### src/rtl/tape_enc_pkg.sv
package tape_enc_pkg;
    typedef enum logic [2:0] {
        ST_IDLE,
        ST_LEAD,
        ST_SYNC1,
        ST_SYNC2,
        ST_DATA
    } tenc_state_e;

    function automatic int imax(input int a, input int b);
        return (a > b) ? a : b;
    endfunction
endpackage

### src/rtl/tape_half_timer.sv
module tape_half_timer #(
    parameter int CNT_W = 10
) (
    input  logic             clk,
    input  logic             rst_n,
    input  logic             load,
    input  logic [CNT_W-1:0] len,
    output logic             expire
);
    logic [CNT_W-1:0] cnt_d, cnt_q;

    always_comb begin
        cnt_d = cnt_q;
        if (load)
            cnt_d = len;
        else if (cnt_q != '0)
            cnt_d = cnt_q - 1'b1;
    end

    always_ff @(posedge clk or negedge rst_n) begin
        if (!rst_n) cnt_q <= '0;
        else        cnt_q <= cnt_d;
    end

    assign expire = (cnt_q == CNT_W'(1));

    // a half-cycle of length zero would break the toggle spacing
    a_r7_len_nonzero: assert property (@(posedge clk) disable iff (!rst_n)
        load |-> (len != '0));

    // the timer never sits at zero right after a load
    a_r7_runs_after_load: assert property (@(posedge clk) disable iff (!rst_n)
        load |=> (cnt_q != '0));
endmodule

### src/rtl/tape_addr_walk.sv
module tape_addr_walk #(
    parameter int ADDR_W = 16
) (
    input  logic              clk,
    input  logic              rst_n,
    input  logic              init,
    input  logic [ADDR_W-1:0] first_addr,
    input  logic [ADDR_W-1:0] last_addr,
    input  logic              fetch,
    output logic [ADDR_W-1:0] rd_addr,
    output logic              at_end
);
    typedef struct packed {
        logic [ADDR_W-1:0] cur;
        logic [ADDR_W-1:0] lim;
    } walk_t;

    walk_t w_d, w_q;

    always_comb begin
        w_d = w_q;
        if (init) begin
            w_d.cur = first_addr;
            w_d.lim = last_addr;
        end else if (fetch) begin
            w_d.cur = w_q.cur + 1'b1;
        end
    end

    always_ff @(posedge clk or negedge rst_n) begin
        if (!rst_n) w_q <= '0;
        else        w_q <= w_d;
    end

    assign rd_addr = w_q.cur;
    assign at_end  = (w_q.cur >= w_q.lim);

    // after each read the next address is one above the one read
    a_r5_step_after_fetch: assert property (@(posedge clk) disable iff (!rst_n)
        (fetch && !init) |=> (rd_addr == $past(rd_addr) + 1'b1));
endmodule

### src/rtl/tape_encoder.sv
module tape_encoder
    import tape_enc_pkg::*;
#(
    parameter int ADDR_W      = 16,
    parameter int DATA_W      = 8,
    parameter int LEAD_HALF   = 650,
    parameter int LEAD_COUNT  = 15300,
    parameter int SYNC_FIRST  = 180,
    parameter int SYNC_SECOND = 200,
    parameter int ZERO_HALF   = 250,
    parameter int ONE_HALF    = 500
) (
    input  logic              clk,
    input  logic              rst_n,
    input  logic              start,
    input  logic [ADDR_W-1:0] start_addr,
    input  logic [ADDR_W-1:0] end_addr,
    output logic [ADDR_W-1:0] mem_addr,
    output logic              mem_rd,
    input  logic [DATA_W-1:0] mem_data,
    output logic              tape_out,
    output logic              busy,
    output logic              done
);
    localparam int MAXH  = imax(imax(imax(LEAD_HALF, SYNC_FIRST),
                                     imax(SYNC_SECOND, ZERO_HALF)), ONE_HALF);
    localparam int CNT_W = $clog2(MAXH + 1);
    localparam int LC_W  = $clog2(LEAD_COUNT + 1);
    localparam int BIT_W = (DATA_W > 1) ? $clog2(DATA_W) : 1;

    typedef struct packed {
        tenc_state_e       st;
        logic              out;
        logic [LC_W-1:0]   lead_left;
        logic [BIT_W-1:0]  bit_idx;
        logic              second;
        logic [DATA_W-1:0] shreg;
        logic              cur_last;
        logic [DATA_W-1:0] nxt_data;
        logic              nxt_last;
        logic              rd;
        logic              done;
    } enc_t;

    enc_t q, n;

    logic             tmr_load;
    logic [CNT_W-1:0] tmr_len;
    logic             tmr_exp;
    logic             walk_init;
    logic             walk_fetch;
    logic             fetch_last;

    function automatic logic [CNT_W-1:0] bit_len(input logic b);
        return b ? CNT_W'(ONE_HALF) : CNT_W'(ZERO_HALF);
    endfunction

    tape_half_timer #(.CNT_W(CNT_W)) u_tmr (
        .clk    (clk),
        .rst_n  (rst_n),
        .load   (tmr_load),
        .len    (tmr_len),
        .expire (tmr_exp)
    );

    tape_addr_walk #(.ADDR_W(ADDR_W)) u_walk (
        .clk        (clk),
        .rst_n      (rst_n),
        .init       (walk_init),
        .first_addr (start_addr),
        .last_addr  (end_addr),
        .fetch      (walk_fetch),
        .rd_addr    (mem_addr),
        .at_end     (fetch_last)
    );

    always_comb begin
        n          = q;
        n.done     = 1'b0;
        tmr_load   = 1'b0;
        tmr_len    = '0;
        walk_init  = 1'b0;
        walk_fetch = 1'b0;

        unique case (q.st)
            ST_IDLE: begin
                if (start) begin
                    n.st        = ST_LEAD;
                    n.out       = ~q.out;
                    n.lead_left = LC_W'(LEAD_COUNT - 1);
                    tmr_load    = 1'b1;
                    tmr_len     = CNT_W'(LEAD_HALF);
                    walk_init   = 1'b1;
                end
            end
            ST_LEAD: begin
                if (tmr_exp) begin
                    n.out    = ~q.out;
                    tmr_load = 1'b1;
                    if (q.lead_left == '0) begin
                        n.st       = ST_SYNC1;
                        tmr_len    = CNT_W'(SYNC_FIRST);
                        walk_fetch = 1'b1;
                    end else begin
                        n.lead_left = q.lead_left - 1'b1;
                        tmr_len     = CNT_W'(LEAD_HALF);
                    end
                end
            end
            ST_SYNC1: begin
                if (tmr_exp) begin
                    n.st     = ST_SYNC2;
                    n.out    = ~q.out;
                    tmr_load = 1'b1;
                    tmr_len  = CNT_W'(SYNC_SECOND);
                end
            end
            ST_SYNC2: begin
                if (tmr_exp) begin
                    n.st       = ST_DATA;
                    n.out      = ~q.out;
                    n.shreg    = q.nxt_data;
                    n.cur_last = q.nxt_last;
                    n.bit_idx  = BIT_W'(DATA_W - 1);
                    n.second   = 1'b0;
                    tmr_load   = 1'b1;
                    tmr_len    = bit_len(q.nxt_data[DATA_W-1]);
                end
            end
            ST_DATA: begin
                if (tmr_exp) begin
                    if (!q.second) begin
                        n.out      = ~q.out;
                        n.second   = 1'b1;
                        tmr_load   = 1'b1;
                        tmr_len    = bit_len(q.shreg[DATA_W-1]);
                        walk_fetch = (q.bit_idx == '0) && !q.cur_last;
                    end else if (q.bit_idx != '0) begin
                        n.out     = ~q.out;
                        n.second  = 1'b0;
                        n.shreg   = q.shreg << 1;
                        n.bit_idx = q.bit_idx - 1'b1;
                        tmr_load  = 1'b1;
                        tmr_len   = bit_len(q.shreg[DATA_W-2]);
                    end else if (!q.cur_last) begin
                        n.out      = ~q.out;
                        n.second   = 1'b0;
                        n.shreg    = q.nxt_data;
                        n.cur_last = q.nxt_last;
                        n.bit_idx  = BIT_W'(DATA_W - 1);
                        tmr_load   = 1'b1;
                        tmr_len    = bit_len(q.nxt_data[DATA_W-1]);
                    end else begin
                        n.st   = ST_IDLE;
                        n.done = 1'b1;
                    end
                end
            end
            default: n.st = ST_IDLE;
        endcase

        if (q.rd)
            n.nxt_data = mem_data;
        if (walk_fetch)
            n.nxt_last = fetch_last;
        n.rd = walk_fetch;
    end

    always_ff @(posedge clk or negedge rst_n) begin
        if (!rst_n) begin
            q    <= '0;
            q.st <= ST_IDLE;
        end else begin
            q <= n;
        end
    end

    assign tape_out = q.out;
    assign busy     = (q.st != ST_IDLE);
    assign done     = q.done;
    assign mem_rd   = walk_fetch;

    // done lasts one cycle only
    a_r8_done_single: assert property (@(posedge clk) disable iff (!rst_n)
        done |=> !done);

    // busy has dropped when done is seen
    a_r8_done_not_busy: assert property (@(posedge clk) disable iff (!rst_n)
        done |-> !busy);

    // an idle block without a start keeps its output level
    a_r2_idle_hold: assert property (@(posedge clk) disable iff (!rst_n)
        (!busy && !start) |=> $stable(tape_out));

    // a start while busy changes neither output nor address
    a_r9_start_ignored: assert property (@(posedge clk) disable iff (!rst_n)
        (busy && start && !tmr_exp) |=> ($stable(tape_out) && $stable(mem_addr)));

    // reads happen only during a transfer, never back to back
    a_r10_read_in_busy: assert property (@(posedge clk) disable iff (!rst_n)
        mem_rd |-> busy);
    a_r10_read_spaced: assert property (@(posedge clk) disable iff (!rst_n)
        mem_rd |=> !mem_rd);
endmodule

### config.mk
export PLATFORM = sky130hd
export DESIGN_NAME = tape_encoder
export DESIGN_NICKNAME = d
export VERILOG_FILES = /design/src/rtl/tape_enc_pkg.sv /design/src/rtl/tape_half_timer.sv /design/src/rtl/tape_addr_walk.sv /design/src/rtl/tape_encoder.sv
export SDC_FILE = /design/constraint.sdc
export NUM_CORES = 1
export LEC_CHECK = 0
export BUFFER_PORTS_ARGS = -buffer_cell sky130_fd_sc_hd__buf_4
export CAP_MARGIN = 20
export CORE_MARGIN = 2
export CORE_UTILIZATION = 50
export CTS_CLUSTER_DIAMETER = 30
export CTS_CLUSTER_SIZE = 8
export DETAILED_ROUTE_END_ITERATION = 10
export GPL_TIMING_DRIVEN = 0
export PLACE_DENSITY = 0.71
export SKIP_LAST_GASP = 1
export SLEW_MARGIN = 20
export SYNTH_ARGS = -nofsm -noshare
export SYNTH_HDL_FRONTEND = slang
export SYNTH_SLANG_ARGS = --single-unit
### constraint.sdc
create_clock -name clk -period 2.9 [get_ports clk]
set_input_delay 0.145 -clock clk [delete_from_list [all_inputs] [get_ports clk]]
set_output_delay 0.145 -clock clk [all_outputs]
set_load 0.03 [all_outputs]
==> metrics.cfg, run 1 <==
[sta]
setup_tns_ns=0
fmax_mhz=362.3
rsz0062_at_grt=false
setup_slack_ns=0.1399
min_period_ns=2.760
post-route-period-util_pct=95.17
finalSetupViolCount=0
hold_slack_ns=0.003120
worstMarginPinSlew_ns=0.7619
finClkSkew_ns=0.01021
hold_viol=0
slew_headroom_pct=49.20
final_max_slew_viol_count=0

[synth]
synth_seq_area_share_pct=43.75
synth-seq-cells=84
syn_area_um2=4805
avgSynthCellArea_um2=9.275
synth_nets=584
yosys_most_used_dff=dfrtp_1
postSynthCellCount=518
ys_warn_count=0
async_flop_share_pct=100.0
synth_edf_count=0
synth_cell_types=60

[hold_path]
min_path_type=input port to flop
whs_path_depth=3
hold_start=end_addr[3]
holdPathEnd=u_walk.w_q[3]

[critical_path]
path_class=flop to primary output
r2r_slack_ns=0.27
rr_endpoint=q[2]
cp_slowest_cell=or4_1
reg2reg_depth=8
arrival_ns=2.62
crit_cells=7
worstPathRequired_ns=2.76
path_delay_family=simple AND/OR/NAND/NOR gates
crit_path_max_incr_delay_ns=0.52
critPathBufInv=3
start_kind=flop
r2r_start=q[29]
worst-path-max-fanout=10
worstSetupEndpointType=primary output
cp_cell_sequence=or4_1 > buf_2 > nor4b_4 > a21oi_2 > buf_6 > nor2_2 > buf_4

[place]
preCtsSetupSlack_ns=0.2593
dpl.cell_count=709
dpl_cell_area_um2=5431
dp_hpwl_mm=7.993
gp_congestion=0.9021
port_buffers=62

[die]
fp.dieH_um=102.0
rows=35
start_util_pct=51.75
core_area_um2=9284
ioPinCount=63
die-area_um2=10410
dieWidth_um=102.0

[final_layout]
fill_cells=808
final_common_cell=dfrtp_1
fin_area_um2=5752
drive_above_1_share_pct=19.34
fin_cells=734
num_antenna_cells=0
area_growth_pct=19.71
utilization_pct=61.95
finalNetCount=667
layout_common_cells=dfrtp_1 (84), buf_4 (77), nand2_1 (55)

[grt]
antenna_found_initial=0
grt.total_usage_pct=22.52
grt_max_degree=85
grt_pass1_wl_mm=18.57
grt_pass1_vias=3768
grt_overflow=0

[cts]
root_buffer=clkbuf_8
clockBufferDepth=2
numClockSinks=84
numCtsBuffers=9
tritoncts=yes
postCtsSetupBuffers=0
clock_latency_ns=0.35
clk_pin_slew_worst_paths_ns=0.09
ctsHtreeMaxLevel=3

[drt]
num_vias=3981
ant_nets=0
wl_per_cell_um=15.00
firstDrtPassIters=5
drt_iter0_drc=209
viasPerCell=5.424
drc_errors=0
drt_wl_total_mm=11.01

[pwr]
power_density_nw_per_um2=846.3
p_leak_nw=2.536
finalPower_mw=4.868
ir_drop_mv=0.3128

[job]
maxCapViolCount=0

[status]
outcome=finished clean

final cells by class:
class                      count  area, um^2  area share (%)
multi-input combinational    365        2374           41.27
clock inverter                 4       75.07           1.305
buffer                        41       234.0           4.068
clock buffer                  11       131.4           2.284
sequential                    84        2102           36.55
timing repair buffer          72       569.3           9.898
tap                          129       161.4           2.806
inverter                      28       105.1           1.827
report_power, final:
group,leakage (nW),switching [mW],internal (mW)
clock network,0.0956,0.413,0.482
logic,1.40,1.22,0.956
registers,1.04,0.317,1.48
total,2.54,1.95,2.91
worst max path at each step:
stage                   startpoint  endpoint
floorplan                    q[29]     q[29]
global placement             q[29]      q[2]
detailed placement  u_tmr.cnt_q[6]     q[22]
CTS                          q[24]    mem_rd
global route                 q[29]    mem_rd
finish                       q[29]    mem_rd
state kept, by name, indices dropped and copies added (netlist names):
signal / count
q: 40
u_walk.rd_addr: 16
u_walk.w_q: 16
u_tmr.cnt_q: 10
done: 1
tape_out: 1
per-layer routing:
metal  vias to the layer above  wire length [um]  GRT usage [%]
met2                        87              5191          36.08
met1                      1913              5273          32.22
met4                         0               157          6.462
met3                        14               386          3.010
met5                         -                 0              0
li1                       1967                 -              -
worst reg2reg max path, cell delays in order (launching register included):
cell	delay, ns
dfrtp_1	0.44
or4_1	0.52
buf_2	0.18
nor4b_4	0.36
a21oi_2	0.19
buf_6	0.20
nor2_2	0.23
o311ai_0	0.24
o21a_1	0.17
repair_timing:
item	CTS	global route
endpoints found under the setup margin	0	3
hold endpoints to repair	9	84
hold buffers	9	1
resized for setup	0	4
synth_stat cells, types with 2 or more instances:
cell type   n  share of area [%]
and2_0      2               0.26
a22oi_1     9                1.4
xor2_1      8                1.5
buf_6       2               0.47
o31ai_1     2               0.31
a21o_1      6               0.94
ha_1       23                6.0
o22ai_1     2               0.26
a21oi_1    28                2.9
buf_2       3               0.31
clkbuf_1   20                1.6
nor4_1      7               0.91
inv_1      28                2.2
a2111oi_0   2               0.36
dfrtp_1    84                 44
o21ai_0    31                3.2
o21a_1      4               0.63
nor4_4      2               0.89
nand2b_1    7               0.91
nor2_1     37                2.9
or4_1       4               0.63
nand3_1    17                1.8
nand2_1    55                4.3
xnor2_1    26                4.7
mux2_2      8                1.9
o21ai_1    11                1.1
nor3b_1     4               0.63
buf_4      16                2.5
nor4b_1     3               0.55
nand4_1     6               0.78
or3_1       7               0.91
a211oi_1    2               0.31
and4_1      2               0.36
and3_1      5               0.65
nor4_2      2               0.52
nor3_1     15                1.6
nand4b_1    2               0.36
nor2b_1     4               0.52
kinds of logic (layout without fill, tap and decap cells):
logic type / count (synthesis) / count (layout) / synth area share, %
DFF: 84 / 84 / 43.75
and+or+nand+nor: 189 / 189 / 21.04
adders and majority gates: 23 / 23 / 5.990
buffers and inverters: 69 / 156 / 7.031
muxes: 9 / 9 / 2.083
xor gates and xnor gates: 34 / 34 / 6.198
AOI/OAI and AO/OA: 110 / 110 / 13.91
Power figures use the tool's default switching activity.
==> inputs of run 2 (changes only) <==
- HOLD_SLACK_MARGIN: unset -> 0.12
- PLACE_DENSITY: 0.71 -> 0.7
- SYNTH_HIERARCHICAL: unset -> 1
==> run 2 against run 1 <==
- cell count rose by 6.5%
- core utilization rose by 4.3 points
- critical path depth rose by 3
- via count rose by 7.8%
- first-iteration DRC count rose by 10%
- clock power fell by 4.6%
- sequential power rose by 7%
==> metrics.cfg, run 2 <==
[status]
outcome=finished clean

[grt]
grt_use_met3_pct=5.153  ; +2.1 points
grt_overflow=0  ; unchanged
antenna_found_initial=0  ; unchanged
grt.met1_usage_pct=30.64  ; -1.6 points
grt_pass1_vias=4086  ; +8.4%
grt_pass1_wl_mm=19.12  ; +2.9%
use_met2_pct=37.26  ; +1.2 points
grt.total_usage_pct=22.97  ; +0.45 points
grt_busiest_layer=met2
grt_max_degree=85  ; unchanged

[sta]
post-route-period-util_pct=96.07  ; +0.89 points
final_max_slew_viol_count=0  ; unchanged
slew_headroom_pct=48.76  ; -0.44 points
fmax_mhz=358.9  ; -0.93%
hold_slack_ns=0.2789  ; +0.2758 ns
finClkSkew_ns=0.006279  ; -0.003936 ns
min_period_ns=2.786  ; +0.02587 ns
finalSetupViolCount=0  ; unchanged
hold_viol=0  ; unchanged
worstMarginPinSlew_ns=0.7686  ; +0.006648 ns

[synth]
syn_area_um2=4915  ; +2.3%
yosysTopAreaCellShare_pct=42.77  ; -0.98 points
synth_cell_types=67  ; +12%
synth_edf_count=0  ; unchanged
synth_nets=575  ; -1.5%
yosysMostFrequentCell=dfrtp_1
avgSynthCellArea_um2=9.637  ; +3.9%
ys_warn_count=6  ; +6
yosys_most_used_dff=dfrtp_1
netlist_top_cells_count=dfrtp_1 (84), nand2_1 (63), o21ai_0 (45), inv_1 (31), nor2_1 (24)
yosys.area.top_type=dfrtp_1
synth-seq-cells=84  ; unchanged
postSynthCellCount=510  ; -1.5%
synth_area_leaders=dfrtp_1 (43%), ha_1 (5.6%), nand2_1 (4.8%)
async_flop_share_pct=100.0  ; unchanged
synth_seq_area_share_pct=42.77  ; -0.98 points

[drt]
viasPerCell=5.487  ; +1.2%
drt_wl_total_mm=11.82  ; +7.3%
num_vias=4291  ; +7.8%
wl_per_cell_um=15.11  ; +0.74%
ant_nets=0  ; unchanged
firstDrtPassIters=5  ; unchanged
drt_iter0_drc=230  ; +10%
drc_errors=0  ; unchanged

[cts]
clock_latency_ns=0.35  ; about the same
numCtsBuffers=9  ; unchanged
clockBufferDepth=2  ; unchanged
tritoncts=yes
clk_pin_slew_worst_paths_ns=0.09  ; about the same
ctsHtreeMaxLevel=3  ; unchanged
numClockSinks=84  ; unchanged
root_buffer=clkbuf_8

[die]
start_util_pct=50.99  ; -0.77 points
rows=36  ; +2.9%
dieWidth_um=103.1  ; +1.1%
die-area_um2=10640  ; +2.2%
ioPinCount=63  ; unchanged
core_area_um2=9639  ; +3.8%
fp.dieH_um=103.1  ; +1.1%

[place]
dp_hpwl_mm=7.875  ; -1.5%
dpl_cell_area_um2=5564  ; +2.4%
port_buffers=62  ; unchanged
gp_congestion=0.8124  ; -9.9%

[pwr]
finalPower_mw=4.731  ; -2.8%
p_leak_nw=2.890  ; +14%
power_density_nw_per_um2=740.5  ; -13%
ir_drop_mv=0.5176  ; +65%

[final_layout]
finalNetCount=710  ; +6.4%
top_register=q
drive_above_1_share_pct=26.81  ; +7.5 points
utilization_pct=66.28  ; +4.3 points
area_growth_pct=29.99
fin_area_um2=6389  ; +11%
largest_register_ffs=40  ; unchanged
final_common_cell=buf_4
fill_cells=791  ; -2.1%
layout_common_cells=buf_4 (98), dfrtp_1 (82), nand2_1 (62)
num_antenna_cells=0  ; unchanged

[job]
maxCapViolCount=0  ; unchanged

[critical_path]
start_kind=flop
worst-path-max-fanout=7  ; -3
arrival_ns=3.02  ; +0.40 ns
path_class=flop to flop
worstPathRequired_ns=3.14  ; +0.38 ns
worstSetupEndpointType=flop

[hold_path]
min_path_type=input port to flop

## run 2: cell types whose count changed in the layout (fill, tap and decap cells not counted), sizes merged, moves of 8 or more
cell	before	now
dlygate4sd3	10	41
buf	83	108
nor2	38	25
xnor2	26	13
a21oi	29	20
a22o	1	10
clkbuf	31	22
mux2	8	17
mux2i	1	10
a22oi	9	1
nand2	55	63
o21ai	43	51
## run 2: final timing paths
check                      depth (start not counted)  slack, ns            from                  to
min                                                5       0.28           start               q[39]
max reg2reg                                       10       0.11  u_tmr/cnt_q[7]  u_walk/rd_addr[15]
max in group asynchronous                          2       1.92           rst_n      u_tmr/cnt_q[7]
min reg2reg                                        1       0.48        tape_out            tape_out
min in group asynchronous                          2       0.41           rst_n      u_walk/w_q[14]
max                                               10       0.11  u_tmr/cnt_q[7]  u_walk/rd_addr[15]
## run 2: layout make-up
type                    count  area, um^2  area share [%]
clock buffers              10       137.6           2.154
well taps                 133       166.4           2.605
clock inverters             5       61.31          0.9597
repair buffers            123        1030           16.12
flip-flops and latches     84        2105           32.94
inverters                  32       121.4           1.900
multi-input cells         357        2537           39.72
plain buffers              38       230.2           3.604
## run 2: per-layer routing
metal | routed length, um | vias to the layer above
met3 | 533 | 23
li1 | - | 2080
met2 | 5681 | 118
met4 | 217 | 0
met5 | 0 | -
met1 | 5383 | 2070
## run 2: critical path, cell delays in order, from the launching register on
cell and delay, ns:
dfrtp_2 0.45, nor3_4 0.26, and4_4 0.29, buf_4 0.13, nand4bb_4 0.14, a221oi_4 0.37
buf_6 0.19, nand4_4 0.17, nor4_4 0.37, mux2i_1 0.23, nand2_1 0.07
## run 2: power by group
group / internal (mW) / switching, mW
combinational: 0.934 / 1.02
clock: 0.422 / 0.433
sequential: 1.50 / 0.421
total: 2.86 / 1.87
## run 2: repair_timing
item	in CTS	in global routing
cloned	0	1
pin swaps	2	6
setup endpoints to repair	9	17
resized for setup	3	11
setup buffers	1	19
endpoints found under the hold margin	124	0
hold buffers	41	0
## run 2: per-stage QoR
step	TNS, ns	std cells	setup WS (ns)
final	0	782	0.1141
after detailed placement	-1.004	705	-0.2213
after floorplan	0	510	0.01423
after global placement	-0.7531	705	-0.1855
after global routing	-0.01523	782	-0.01417
after CTS	-0.01179	762	-0.01179
## run 2: cells by family (layout without fill, tap and decap cells)
group                    count (synthesis)  in the layout  synth area share [%]
multiplexers                            27             27                 6.085
AND/OR/NAND/NOR                        178            179                 21.21
buffers and inverters                   70            208                 6.899
XOR/XNOR                                18             18                 3.208
flip-flops                              84             84                 42.77
other                                    1              1               0.07630
AO/OA/AOI/OAI                          110            110                 14.16
adder cells (fa/ha/maj)                 22             22                 5.601
==> inputs of run 3 (changes only) <==
- PLACE_DENSITY: 0.7 -> unset
- PLACE_DENSITY_LB_ADDON: unset -> 0.08
==> run 3 against run 2 <==
- global-route usage is 0.31 points lower
- setup slack better by 0.029 ns
- clock skew is 0.0021 ns lower
- cell area is 1.3% lower
- first-iteration DRC count is 6.1% lower
- worst hold slack better by 0.011 ns
- largest power group unchanged
==> metrics.cfg, run 3 (synthesis gave the netlist of run 2 again) <==
[pwr]
p_int_mw=2.850  ; -0.22%
ir_drop_mv=0.6865  ; +33%
p_comb_share_pct=40.8  ; -0.5 points
swShare_pct=39.55  ; -0.075 points
switchingPower_mw=1.865  ; -0.53%
finalPower_mw=4.715  ; -0.34%
pwr-share-seq_pct=40.5  ; about the same
p_leak_nw=2.837  ; -1.8%
p_clk_share_pct=18.7  ; +0.6 points
power_density_nw_per_um2=747.9  ; +1.0%

[critical_path]
arrival_ns=3.00  ; -0.02 ns
critPathBufInv=2  ; unchanged
path_delay_family=simple AND/OR/NAND/NOR gates
cp_slowest_cell=dfrtp_1
path_class=flop to flop
cp_cell_sequence=nor3_4 > and4_4 > buf_4 > nand2_2 > a221oi_4 > buf_6 > nand3_2 > nor4_4 > nor3b_1 > a221o_1
start_kind=flop
worstSetupEndpointType=flop
worstPathRequired_ns=3.15  ; about the same
crit_path_max_incr_delay_ns=0.44  ; about the same
worst-path-max-fanout=10  ; +3

[job]
maxCapViolCount=0  ; unchanged

[sta]
hold_viol=0  ; unchanged
fmax_mhz=362.7  ; +1.0%
finClkSkew_ns=0.004143  ; -0.002136 ns
final_max_slew_viol_count=0  ; unchanged
worstMarginPinSlew_ns=0.7549  ; -0.01364 ns
min_period_ns=2.757  ; -0.02856 ns
post-route-period-util_pct=95.08  ; -0.98 points
slew_headroom_pct=49.67  ; +0.91 points
finalSetupViolCount=0  ; unchanged

[cts]
numClockSinks=84  ; unchanged
clk_pin_slew_worst_paths_ns=0.09  ; about the same
ctsHtreeMaxLevel=3  ; unchanged
numCtsBuffers=9  ; unchanged
clockBufferDepth=2  ; unchanged
clock_latency_ns=0.36  ; about the same
tritoncts=yes
root_buffer=clkbuf_8

[drt]
drt_wl_total_mm=11.37  ; -3.8%
ant_nets=0  ; unchanged
drc_errors=0  ; unchanged
firstDrtPassIters=5  ; unchanged
viasPerCell=5.385  ; -1.9%
num_vias=4152  ; -3.2%
wl_per_cell_um=14.74  ; -2.4%
drt_iter0_drc=216  ; -6.1%

[place]
port_buffers=62  ; unchanged
dp_hpwl_mm=7.864  ; -0.13%
gp_congestion=0.8524  ; +4.9%

[grt]
grt_max_degree=85  ; unchanged
antenna_found_initial=0  ; unchanged
grt.total_usage_pct=22.65  ; -0.31 points
grt_pass1_wl_mm=18.87  ; -1.3%
grt_overflow=0  ; unchanged
grt_pass1_vias=3993  ; -2.3%

[die]
ioPinCount=63  ; unchanged
rows=36  ; unchanged
core_area_um2=9639  ; unchanged
die-area_um2=10640  ; unchanged
start_util_pct=50.99  ; unchanged
dieWidth_um=103.1  ; unchanged
fp.dieH_um=103.1  ; unchanged

[final_layout]
area_growth_pct=28.26
utilization_pct=65.39  ; -0.88 points
final_common_cell=buf_4
finalNetCount=698  ; -1.7%
layout_common_cells=buf_4 (88), dfrtp_1 (83), nand2_1 (62)
top_register=q
drive_above_1_share_pct=25.39  ; -1.4 points
num_antenna_cells=0  ; unchanged
largest_register_ffs=40  ; unchanged

[hold_path]
min_path_type=input port to flop

[status]
outcome=finished clean

-- run 3: timing repair --
action,4_1_cts,5_1_grt
buffers inserted,3,6
hold endpoints to repair,124,0
setup endpoints to repair,11,10
pin swaps,5,4
hold buffers,41,0
gates resized for setup,5,6
-- run 3: final timing paths --
kind                                     start                 end  slack, ns  cells past startpoint
worst max register to register  u_tmr/cnt_q[7]  u_walk/rd_addr[14]       0.14                     10
worst max-delay path            u_tmr/cnt_q[7]  u_walk/rd_addr[14]       0.14                     10
max in group asynchronous                rst_n      u_tmr/cnt_q[4]       1.96                      2
worst min-delay path                     start               q[39]       0.29                      5
worst min register to register        tape_out            tape_out       0.47                      1
min in group asynchronous                rst_n  u_walk/rd_addr[10]       0.41                      2
-- run 3: area by class of cell --
type	count	area (um^2)
Multi-Input combinational cell	356	2530
Clock buffer	10	137.6
Buffer	38	226.5
Inverter	32	121.4
Fill cell	842	3336
Clock inverter	6	71.32
Tap cell	133	166.4
Timing Repair Buffer	112	947.2
Sequential cell	84	2103
-- run 3: through the flow --
stage          hold WS (ns)  std cells  cell area, um^2  setup WS, ns  setup TNS, ns
5_1_grt              0.3085        771             6304      -0.01101       -0.01101
3_5_place_dp         0.3601        705             5564       -0.2840         -1.596
4_1_cts              0.2773        765             6236       0.01225              0
6_report             0.2902        771             6304        0.1426              0
3_3_place_gp         0.3512        705             5564       -0.2397         -1.061
2_1_floorplan       -0.1506        510             4932       0.01423              0
-- run 3: power by group through the flow --
stage / clock (mW) / combinational [mW] / sequential (mW)
global route: 0.961 / 2.15 / 1.95
global placement: 0 / 1.77 / 1.89
CTS: 0.910 / 1.92 / 1.90
finish: 0.880 / 1.93 / 1.91
detailed placement: 0 / 1.83 / 1.90
floorplan: 0 / 1.37 / 1.81
-- run 3: layer usage --
layer / routed length [um] / vias to the layer above / global-route usage [%]
met5: 0 / - / 0
met4: 138 / 0 / 7.389
met3: 295 / 12 / 2.780
met2: 5463 / 75 / 35.91
met1: 5470 / 2018 / 32.44
li1: - / 2047 / -
-- run 3: worst reg2reg max path: stages (launching register included) --
cell,delay (ns)
dfrtp_1,0.44
nor3_4,0.22
and4_4,0.29
buf_4,0.19
nand2_2,0.10
a221oi_4,0.39
buf_6,0.18
nand3_2,0.14
nor4_4,0.33
nor3b_1,0.08
a221o_1,0.27
